--- config.mk ---
export PLATFORM = sky130hd
export DESIGN_NAME = pcb_cmd_frontend
export DESIGN_NICKNAME = d
export VERILOG_FILES = /design/src/rtl/pcb_pkg.sv /design/src/rtl/pcb_wdata_bank.sv /design/src/rtl/pcb_seq.sv /design/src/rtl/pcb_status_bank.sv /design/src/rtl/pcb_cmd_frontend.sv
export SDC_FILE = /design/constraint.sdc
export NUM_CORES = 2
export LEC_CHECK = 0
export ABC_AREA = 1
export BUFFER_PORTS_ARGS = -buffer_cell sky130_fd_sc_hd__buf_2
export CAP_MARGIN = 25
export CORE_MARGIN = 3
export CORE_UTILIZATION = 34
export CTS_CLUSTER_DIAMETER = 150
export DETAILED_ROUTE_END_ITERATION = 8
export HOLD_SLACK_MARGIN = 0.03
export SLEW_MARGIN = 15
export SYNTH_ARGS = -nofsm -noshare
export SYNTH_HDL_FRONTEND = slang
export SYNTH_SLANG_ARGS = --single-unit
--- constraint.sdc ---
create_clock -name pclk -period 3.6 [get_ports pclk]
set_input_delay 0 -clock pclk [delete_from_list [all_inputs] [get_ports pclk]]
set_output_delay 0 -clock pclk [all_outputs]
set_load 0.05 [all_outputs]
--- src/rtl/pcb_pkg.sv ---
package pcb_pkg;

    typedef enum logic [1:0] {
        S_IDLE   = 2'd0,
        S_WAIT   = 2'd1,
        S_REJECT = 2'd2
    } seq_state_e;

    localparam logic [3:0] OP_LAST = 4'd10;

    function automatic logic op_is_read(input logic [3:0] op);
        return (op == 4'd2) || (op == 4'd4) || (op == 4'd6);
    endfunction

endpackage

--- src/rtl/pcb_wdata_bank.sv ---
module pcb_wdata_bank #(
    parameter int WORDS = 4,
    localparam int NB   = 4 * WORDS,
    localparam int IW   = (WORDS > 1) ? $clog2(WORDS) : 1,
    localparam int LW   = $clog2(NB)
) (
    input  logic                     clk,
    input  logic                     rst_n,
    input  logic                     we,
    input  logic [IW-1:0]            widx,
    input  logic [31:0]              wval,
    input  logic [LW-1:0]            len,
    output logic [WORDS-1:0][31:0]   words,
    output logic [8*NB-1:0]          bytes_out
);

    always_ff @(posedge clk or negedge rst_n) begin
        if (!rst_n) begin
            words <= '0;
        end else if (we) begin
            words[widx] <= wval;
        end
    end

    // Big-endian unpacking, bytes past the count forced to zero
    for (genvar w = 0; w < WORDS; w++) begin : g_word
        for (genvar b = 0; b < 4; b++) begin : g_byte
            localparam int K = 4 * w + b;
            assign bytes_out[8*K +: 8] = (int'(len) >= K) ? words[w][31-8*b -: 8] : 8'h00;
        end
    end

endmodule

--- src/rtl/pcb_seq.sv ---
module pcb_seq
    import pcb_pkg::*;
(
    input  logic       clk,
    input  logic       rst_n,
    input  logic       go,
    input  logic [3:0] go_op,
    input  logic [3:0] cur_op,
    input  logic       ack,
    input  logic       ack_fail,
    output logic       busy,
    output logic       req,
    output logic       start,
    output logic       fin,
    output logic       fin_fail,
    output logic       rd_load
);

    seq_state_e state_q, state_d;

    always_ff @(posedge clk or negedge rst_n) begin
        if (!rst_n) begin
            state_q <= S_IDLE;
        end else begin
            state_q <= state_d;
        end
    end

    always_comb begin
        state_d  = state_q;
        busy     = 1'b1;
        req      = 1'b0;
        start    = 1'b0;
        fin      = 1'b0;
        fin_fail = 1'b0;
        rd_load  = 1'b0;
        unique case (state_q)
            S_IDLE: begin
                busy = 1'b0;
                if (go) begin
                    start   = 1'b1;
                    state_d = (go_op <= OP_LAST) ? S_WAIT : S_REJECT;
                end
            end
            S_WAIT: begin
                req = 1'b1;
                if (ack) begin
                    fin      = 1'b1;
                    fin_fail = ack_fail;
                    rd_load  = !ack_fail && op_is_read(cur_op);
                    state_d  = S_IDLE;
                end
            end
            S_REJECT: begin
                fin      = 1'b1;
                fin_fail = 1'b1;
                state_d  = S_IDLE;
            end
            default: state_d = S_IDLE;
        endcase
    end

    // request held until the engine answers
    a_r2_req_holds: assert property (@(posedge clk) disable iff (!rst_n)
        (req && !ack) |=> req);

    // a rejected opcode never leads to a request in the next cycle
    a_r8_reject_no_req: assert property (@(posedge clk) disable iff (!rst_n)
        (go && !busy && (go_op > OP_LAST)) |=> !req);

endmodule

--- src/rtl/pcb_status_bank.sv ---
module pcb_status_bank #(
    parameter int NSLV  = 16,
    parameter int WORDS = 4,
    localparam int NB   = 4 * WORDS,
    localparam int LW   = $clog2(NB)
) (
    input  logic                               clk,
    input  logic                               rst_n,
    input  logic                               clr,
    input  logic [3:0]                         clr_sid,
    input  logic                               fin,
    input  logic                               fin_fail,
    input  logic [3:0]                         cur_sid,
    input  logic                               rd_load,
    input  logic [LW-1:0]                      rd_len,
    input  logic [8*NB-1:0]                    rd_bytes,
    output logic [NSLV-1:0]                    done,
    output logic [NSLV-1:0]                    fail,
    output logic [NSLV-1:0][WORDS-1:0][31:0]   rwords
);

    logic [WORDS-1:0][31:0] packed_rd;

    for (genvar w = 0; w < WORDS; w++) begin : g_word
        for (genvar b = 0; b < 4; b++) begin : g_byte
            localparam int K = 4 * w + b;
            assign packed_rd[w][31-8*b -: 8] = (int'(rd_len) >= K) ? rd_bytes[8*K +: 8] : 8'h00;
        end
    end

    always_ff @(posedge clk or negedge rst_n) begin
        if (!rst_n) begin
            done   <= '0;
            fail   <= '0;
            rwords <= '0;
        end else begin
            if (clr) begin
                done[clr_sid] <= 1'b0;
                fail[clr_sid] <= 1'b0;
            end
            if (fin) begin
                done[cur_sid] <= 1'b1;
                fail[cur_sid] <= fin_fail;
            end
            if (rd_load) begin
                rwords[cur_sid] <= packed_rd;
            end
        end
    end

    // completion marks the target done
    a_r6_fin_sets_done: assert property (@(posedge clk) disable iff (!rst_n)
        fin |=> done[$past(cur_sid)]);

    // acceptance clears the target's status
    a_r6_start_clears: assert property (@(posedge clk) disable iff (!rst_n)
        clr |=> (!done[$past(clr_sid)] && !fail[$past(clr_sid)]));

    // read data only moves on a successful read completion
    a_r7_rdata_hold: assert property (@(posedge clk) disable iff (!rst_n)
        !rd_load |=> $stable(rwords));

endmodule

--- src/rtl/pcb_cmd_frontend.sv ---
module pcb_cmd_frontend
    import pcb_pkg::*;
#(
    parameter int CHANNEL    = 0,
    parameter int CH_STRIDE  = 'h300,
    parameter int SLV_STRIDE = 'h20,
    parameter int NUM_SLAVES = 16,
    parameter int DATA_WORDS = 4,
    parameter int AW         = 16,
    localparam int NB        = 4 * DATA_WORDS,
    localparam int BW        = 8 * NB,
    localparam int IW        = (DATA_WORDS > 1) ? $clog2(DATA_WORDS) : 1,
    localparam int LW        = $clog2(NB),
    localparam int SW        = $clog2(NUM_SLAVES),
    localparam int SH        = $clog2(SLV_STRIDE)
) (
    input  logic          pclk,
    input  logic          presetn,
    input  logic          psel,
    input  logic          penable,
    input  logic          pwrite,
    input  logic [AW-1:0] paddr,
    input  logic [31:0]   pwdata,
    output logic [31:0]   prdata,
    output logic          pready,
    output logic          pslverr,
    output logic          txn_req,
    output logic [3:0]    txn_op,
    output logic [3:0]    txn_sid,
    output logic [3:0]    txn_len,
    output logic [15:0]   txn_addr,
    output logic [BW-1:0] txn_wdata,
    input  logic          txn_ack,
    input  logic          txn_fail,
    input  logic [BW-1:0] txn_rdata
);

    localparam logic [AW-1:0] WIN_BASE = AW'(CHANNEL * CH_STRIDE);
    localparam logic [AW-1:0] OFS_CMD  = AW'('h100);
    localparam logic [AW-1:0] OFS_ST   = AW'('h200);
    localparam logic [AW-1:0] ST_END   = AW'('h200 + SLV_STRIDE * NUM_SLAVES);
    localparam logic [AW-1:0] SUB_MASK = AW'(SLV_STRIDE - 1);

    logic [30:0] cmd_q;
    logic        busy, start, fin, fin_fail, rd_load;
    logic        in_win, st_hit, wr, cmd_go, wd_we;
    logic [AW-1:0] loc, st_rel, st_sub;
    logic [SW-1:0] st_idx;
    logic [IW-1:0] wd_idx;
    logic [DATA_WORDS-1:0][31:0]             wwords;
    logic [NUM_SLAVES-1:0]                   st_done, st_fail;
    logic [NUM_SLAVES-1:0][DATA_WORDS-1:0][31:0] rwords;

    assign pready  = 1'b1;
    assign pslverr = 1'b0;

    // Address decode inside this channel's window
    assign in_win = (paddr >= WIN_BASE);
    assign loc    = paddr - WIN_BASE;
    assign st_hit = in_win && (loc >= OFS_ST) && (loc < ST_END);
    assign st_rel = loc - OFS_ST;
    assign st_idx = SW'(st_rel >> SH);
    assign st_sub = st_rel & SUB_MASK;
    assign wr     = psel && penable && pwrite;
    assign cmd_go = wr && in_win && (loc == OFS_CMD) && pwdata[31];

    always_comb begin
        wd_we  = 1'b0;
        wd_idx = '0;
        for (int w = 0; w < DATA_WORDS; w++) begin
            if (wr && in_win && (loc == OFS_CMD + AW'(4 * (w + 1)))) begin
                wd_we  = 1'b1;
                wd_idx = IW'(w);
            end
        end
    end

    always_ff @(posedge pclk or negedge presetn) begin
        if (!presetn) begin
            cmd_q <= '0;
        end else if (cmd_go && !busy) begin
            cmd_q <= pwdata[30:0];
        end
    end

    assign txn_op   = cmd_q[27:24];
    assign txn_len  = cmd_q[23:20];
    assign txn_sid  = cmd_q[19:16];
    assign txn_addr = cmd_q[15:0];

    pcb_seq i_seq (
        .clk      (pclk),
        .rst_n    (presetn),
        .go       (cmd_go),
        .go_op    (pwdata[27:24]),
        .cur_op   (cmd_q[27:24]),
        .ack      (txn_ack),
        .ack_fail (txn_fail),
        .busy     (busy),
        .req      (txn_req),
        .start    (start),
        .fin      (fin),
        .fin_fail (fin_fail),
        .rd_load  (rd_load)
    );

    pcb_wdata_bank #(.WORDS(DATA_WORDS)) i_wbank (
        .clk       (pclk),
        .rst_n     (presetn),
        .we        (wd_we),
        .widx      (wd_idx),
        .wval      (pwdata),
        .len       (LW'(cmd_q[23:20])),
        .words     (wwords),
        .bytes_out (txn_wdata)
    );

    pcb_status_bank #(.NSLV(NUM_SLAVES), .WORDS(DATA_WORDS)) i_sbank (
        .clk      (pclk),
        .rst_n    (presetn),
        .clr      (start),
        .clr_sid  (pwdata[19:16]),
        .fin      (fin),
        .fin_fail (fin_fail),
        .cur_sid  (cmd_q[19:16]),
        .rd_load  (rd_load),
        .rd_len   (LW'(cmd_q[23:20])),
        .rd_bytes (txn_rdata),
        .done     (st_done),
        .fail     (st_fail),
        .rwords   (rwords)
    );

    always_comb begin
        prdata = '0;
        if (in_win && (loc == OFS_CMD)) begin
            prdata = {busy, cmd_q};
        end
        for (int w = 0; w < DATA_WORDS; w++) begin
            if (in_win && (loc == OFS_CMD + AW'(4 * (w + 1)))) begin
                prdata = wwords[w];
            end
        end
        if (st_hit) begin
            if (st_sub == '0) begin
                prdata = {29'd0, st_fail[st_idx], 1'b0, st_done[st_idx]};
            end
            for (int w = 0; w < DATA_WORDS; w++) begin
                if (st_sub == AW'(4 * (w + 1))) begin
                    prdata = rwords[st_idx][w];
                end
            end
        end
    end

    // request fields stay put until acknowledged
    a_r2_fields_stable: assert property (@(posedge pclk) disable iff (!presetn)
        (txn_req && !txn_ack) |=> $stable({txn_op, txn_len, txn_sid, txn_addr, txn_wdata}));

    // only supported opcodes reach the engine
    a_r8_req_op_ok: assert property (@(posedge pclk) disable iff (!presetn)
        txn_req |-> (txn_op <= OP_LAST));

    // a command write during a transaction leaves the command untouched
    a_r5_busy_ignores: assert property (@(posedge pclk) disable iff (!presetn)
        (cmd_go && busy) |=> $stable(cmd_q));

endmodule

== After elaboration in Yosys (flattened, before gate mapping) ==
Index checks and enable logic that the tools add are counted.
Storage, ports and cells
  output and inout bits: 191
  word-level logic and storage cells: 229
  input bits: 183
  register bits after elaboration: 2241
Cells by class
  bitwise logic cells: 4
  magnitude comparators: 26
  muxes and demuxes: 83
  add/sub/neg operators: 1
  equality and inequality tests: 16
  reductions and logical operators: 27
Operators with widths (number)
  $bwmux 2048: 1
  $bmux 128 s4: 1
  $demux 128 s4: 1
  $mux 32: 12
  $mux 128: 2
  $mux 8: 30
  $bwmux 128: 1
  $eq 16x9->1 const B: 5
  $demux 32 s2: 1
  $mux 16: 4
  $and 16x16->16: 2
  $ge 4x4->1 const B: 8
  $logic_and 1x1->1: 21
  $mux 1: 17
  $bwmux 16: 1
  $ge 16x1->1 const B: 1
  $ge 16x10->1 const B: 1
  $ge 4x3->1 const B: 4
  $logic_not 16->1: 1
  $lt 16x11->1 const B: 1
  $not 16->16: 1
  $or 16x16->16: 1
  $lt 4x5->1 const B: 3
  $ge 4x1->1 const B: 3
  22 further kinds: 34

== Logic depth before layout (Yosys ltp) ==
  depth in word-level cells: 13
  mapped depth: 18
  gate-level depth less buffers: 16

== Hierarchy ==
A second synthesis with hierarchy kept.
Unflattened totals
  cell total of the unflattened synthesis: 12799
  area total of the unflattened synthesis: 104820.5 um^2
By module, submodules not included
  pcb_status_bank: seq. area each 52049.9 um^2, cells each 7088, times used 1, area each 74094.8 um^2
  pcb_cmd_frontend: seq. area each 775.7 um^2, cells each 4833, times used 1, area each 23901.7 um^2
  pcb_wdata_bank: seq. area each 3203.1 um^2, cells each 843, times used 1, area each 6606.3 um^2
  pcb_seq: seq. area each 50.0 um^2, cells each 35, times used 1, area each 217.7 um^2

== Worst setup path after synthesis ==
Ideal clock, no wire load.
  path kind: flip-flop to flip-flop
  start point: reg i_seq.state_q[1]
  end point: reg, netlist name i_sbank.rwords[471]
  required time: 3.467 ns
  path slack: 1.147 ns
  library setup time: 0.133 ns
  cell stages (with the launch flop): 12
  period minus slack after synthesis: 2.453 ns
  path buffers: 2
  arrival time: 2.320 ns
  path through: dfrtp_1 inv_1 ha_1 nand2_1 nor2_1 nand2_1 nor2_1 inv_1 buf_2 clkbuf_1 nand2_1 o21ai_0
On the way
  cells in the longest elaborated chain, start to end: 2
Ends and longest elaborated chain
  from (decl): RTL line pcb_seq.sv:19  | seq_state_e state_q, state_d;
  from (signal assigned): RTL line pcb_seq.sv:25  | state_q <= state_d;
  $eq 2x1->1: RTL line pcb_seq.sv:37  | unique case (state_q)
  $mux 1: RTL line pcb_seq.sv:37
Every way passes these cells.
A chain may end at the register's enable or synchronous reset.

== Worst setup path in the final report ==
  start point: reg, netlist name i_sbank.rwords[784]
  end point: out prdata[16]
On the way
  cells in the longest elaborated chain, start to end: 7
Ends and longest elaborated chain
  $bmux 128 s4: RTL line pcb_cmd_frontend.sv:150  | prdata = rwords[st_idx][w];
  $mux 128
  $mux 32 (4 in a row): RTL line pcb_cmd_frontend.sv:149  | if (st_sub == AW'(4 * (w + 1))) begin
  $mux 32: RTL line pcb_cmd_frontend.sv:144  | if (st_hit) begin
  to (decl): RTL line pcb_cmd_frontend.sv:24  | output logic [31:0] prdata,
Every way passes these cells. The select of a mux whose other input is x is not followed.

==> reports/metrics.cfg <==
[clock_tree]
cts_tree = done
clockBufferDepth = 4
clock-root-buffer = clkbuf_16
htreeDepth = 4
post_cts_buffers = 0
clk_pin_slew_worst_paths_ns = 0.06
cts_buffers = 237
clock-sinks = 2241
clk_latency_ns = 0.92

[global_routing]
gr-usage-all-layers_pct = 25.5
grt-ovfl-total = 0
grt_max_degree = 155
grt_pass1_wl_mm = 625
grt_pass1_vias = 91700
antenna_found_initial = 20

[cells_and_area]
area_growth_pct = 15.7
final_area_sq_um = 124000
fin_util_pct = 39.7
drive_above_1_share_pct = 8.37
nNetsFinal = 14500

[hold_path]
holdCritPathClass = primary input to flip-flop

[power]
switchingPower_uw = 13200
pwr-share-clk_pct = 47.3
intPower_uw = 41000
seqPwrFrac_pct = 46.5
leakagePower_uw = 0.0619
irDropWorstVdd_v = 0.000426
pwr_density_cell_nw_per_um2 = 436
power_frac_comb_pct = 6.2
switching_share_pct = 24.3

[synthesis]
synthCells = 14300
ys_seq_area_share_pct = 52.2
synth-seq-cells = 2241
yosysUniqueCellTypes = 40
synth.net_count = 14500
synthesis.area_sq_um = 107000
syn_area_per_cell_sq_um = 7.52
yosysWarnings = 0

[run_status]
run_status = finished, final reports clean

[routing]
drt-total-wl_mm = 422
drtAntennaViolNets = 0
wl_per_cell_um = 22.6
num_vias = 98200
dr.pass1.iters = 7
drtIter0Drc = 11800
drt_drc_violations_left = 0
via_per_inst = 5.26

[placed_design]
gp_congestion = 0.968
post-dp-hpwl_mm = 254
postPlaceCellArea_sq_um = 114000
place.port_buffers = 371

[sta]
finalCritPeriodShare_pct = 98.9
finalHoldViolCount = 0
fmax_mhz = 281
tightest_slew_ns = 1.15
slew_viol_final = 0
period_minus_slack_ns = 3.56
finalSetupViolCount = 0
max_slew_margin_pct = 23.3
skew_ns = 0.0976

[floorplan]
fp.dieW_um = 568
dieArea_sq_um = 322000
core_sq_um = 313000
fp.dieH_um = 568
start_util_pct = 34.3
io_pins = 374
rows = 205

[worst_setup_path]
cp.arrival_ns = 3.56
cp.required_ns = 3.60
cp_common_cell = nand2_1
crit_type = flip-flop to output port
slowest_delay_ns = 0.51
cp_max_fo = 2
slowest_stage = nand3_1
endpoint_kind = output port
critPathLaunchType = flip-flop
cp_top_family = simple AND/OR/NAND/NOR gates
critPathBufInv = 1
path_cells = o21ai_0 -> o21ai_0 -> nand2_1 -> nand2_1 -> nand3_1 -> nand3_1 -> nand2_1 -> nand2_1 -> nand2_1 -> nand2_1 -> buf_2

[flow_run]
max-cap-violations = 0

## logic make-up (layout without fill, tap and decap cells)
kind of cell               Yosys count  in the layout  share of synthesized area, %
and+or+nand+nor                   6460           6460                          23.2
other                                2             12                       0.00700
muxes                                3              3                        0.0280
DFF                               2241           2241                          52.2
AOI/OAI and AO/OA                 3265           3265                          15.8
adders and majority gates            3              3                        0.0350
buffers and inverters             2293           2561                          8.76
## power groups by stage
stage | registers (uW) | logic [uW] | clock network [uW]
3_5_place_dp | 25700 | 3170 | 0
4_1_cts | 25200 | 3350 | 25900
6_report | 25200 | 3370 | 25600
5_1_grt | 25200 | 3680 | 26900
3_3_place_gp | 25700 | 3170 | 0
2_1_floorplan | 25700 | 1560 | 0
## cell usage after synthesis (all sizes together)
cell type	count	area, sq um
nand3	366	1840
a221oi	1	8.76
nand4	14	87.6
inv	1175	4410
nand2	5270	19800
a21oi	531	2660
o2111ai	39	342
clkbuf	726	2730
or2	1	6.26
buf	385	2230
nor4	3	40.0
mux2i	3	30.0
o22ai	71	444
o221ai	22	193
ha	3	37.5
a31oi	30	188
o211ai	78	586
nor3	19	95.1
o21ai	2479	12400
a32o	1	10.0
o21bai	1	7.51
dfrtp	2241	56100
conb	2	7.51
a211oi	9	67.6
nor2	786	2990
o31ai	3	22.5
nor3b	1	7.51
clkinv	7	26.3
## state kept, by name (all words and copies together) (netlist names)
| name | count |
|---|---|
| cmd_q | 31 |
| i_sbank.fail | 16 |
| i_wbank.words | 120 |
| i_sbank.done | 16 |
| i_wbank.bytes_out | 8 |
| i_seq.state_q | 2 |
| i_sbank.rwords | 2048 |
## worst register-to-register path, cell delays in order (launching register included)
cell	delay, ns
dfrtp_1	0.37
inv_1	0.07
ha_1	0.23
nand2_1	0.10
nor2_1	0.05
nand2_1	0.33
inv_2	0.27
nand2_4	0.16
buf_12	0.56
buf_4	0.62
o21ai_0	0.17
## what timing repair did
| action | in CTS | in global routing |
|---|---|---|
| hold buffers | 200 | 1 |
| endpoints found under the hold margin | 4440 | 3 |
| endpoints found under the setup margin | 1 | 8 |
| gates resized for setup | 1 | 11 |
## placed cells by master (no fill, tap or decap), types with 10 or more instances in the layout
master / netlist / routed
dfrtp_1: 2241 / 2241
nand3_1: 365 / 359
bufinv_16: 0 / 22
nand2_4: 0 / 10
dlygate4sd3_1: 0 / 200
o221ai_1: 22 / 22
nor2_4: 3 / 17
buf_2: 190 / 362
o2111ai_1: 39 / 39
o22ai_1: 71 / 71
buf_4: 103 / 265
diode_2: 0 / 10
clkbuf_16: 0 / 238
nor3_1: 19 / 18
clkinv_2: 0 / 52
nand4_1: 14 / 14
a21oi_1: 531 / 527
clkbuf_8: 0 / 59
a31oi_1: 30 / 30
clkbuf_1: 726 / 48
nand2_1: 5267 / 5254
o21ai_1: 245 / 242
o211ai_1: 78 / 78
nor2_1: 776 / 763
inv_1: 1162 / 1153
o21ai_0: 2234 / 2233
buf_12: 0 / 112
## layer usage
metal / up-vias / wire length, um / GRT usage [%]
li1: 45100 / - / -
met1: 47300 / 179000 / 35.9
met2: 4871 / 178000 / 37.6
met3: 885 / 44900 / 6.04
met4: 8 / 19900 / 10.5
met5: - / 56 / 0
## path summary, 6_finish.rpt
path	to	depth (start not counted)	slack, ns	start
max	prdata[16]	11	0.04	i_sbank.rwords[784]
min	i_wbank.words[110]	4	0.07	pwdata[14]
max reg2reg	i_sbank.rwords[2000]	10	0.48	i_seq.state_q[1]
min reg2reg	i_sbank.rwords[1646]	2	0.46	i_sbank.rwords[1646]
max in group asynchronous	i_sbank.rwords[244]	6	2.02	presetn
min in group asynchronous	i_sbank.rwords[457]	4	0.13	presetn
## layout make-up
type / instances / area [sq um]
timing repair buffer: 951 / 8210
clock buffer: 344 / 6930
tap: 4140 / 5180
sequential: 2241 / 56100
multi-input combinational: 9733 / 42100
antenna: 10 / 25.0
clock inverter: 84 / 1090
fill: 32100 / 189000
inverter: 1182 / 4550
## metrics by stage
stage	cells	setup TNS [ns]	total power [uW]	hold slack, ns	setup WS, ns
CTS	18700	0	54500	0.0412	0.0353
detailed placement	18000	0	28800	-0.149	0.231
global route	18700	-0.000751	55800	0.0822	-0.000751
floorplan	14300	0	27200	-0.296	1.15
finish	18700	0	54200	0.0721	0.0397
global placement	18000	0	28800	-0.148	0.261
(Power assumes the default switching activity.)
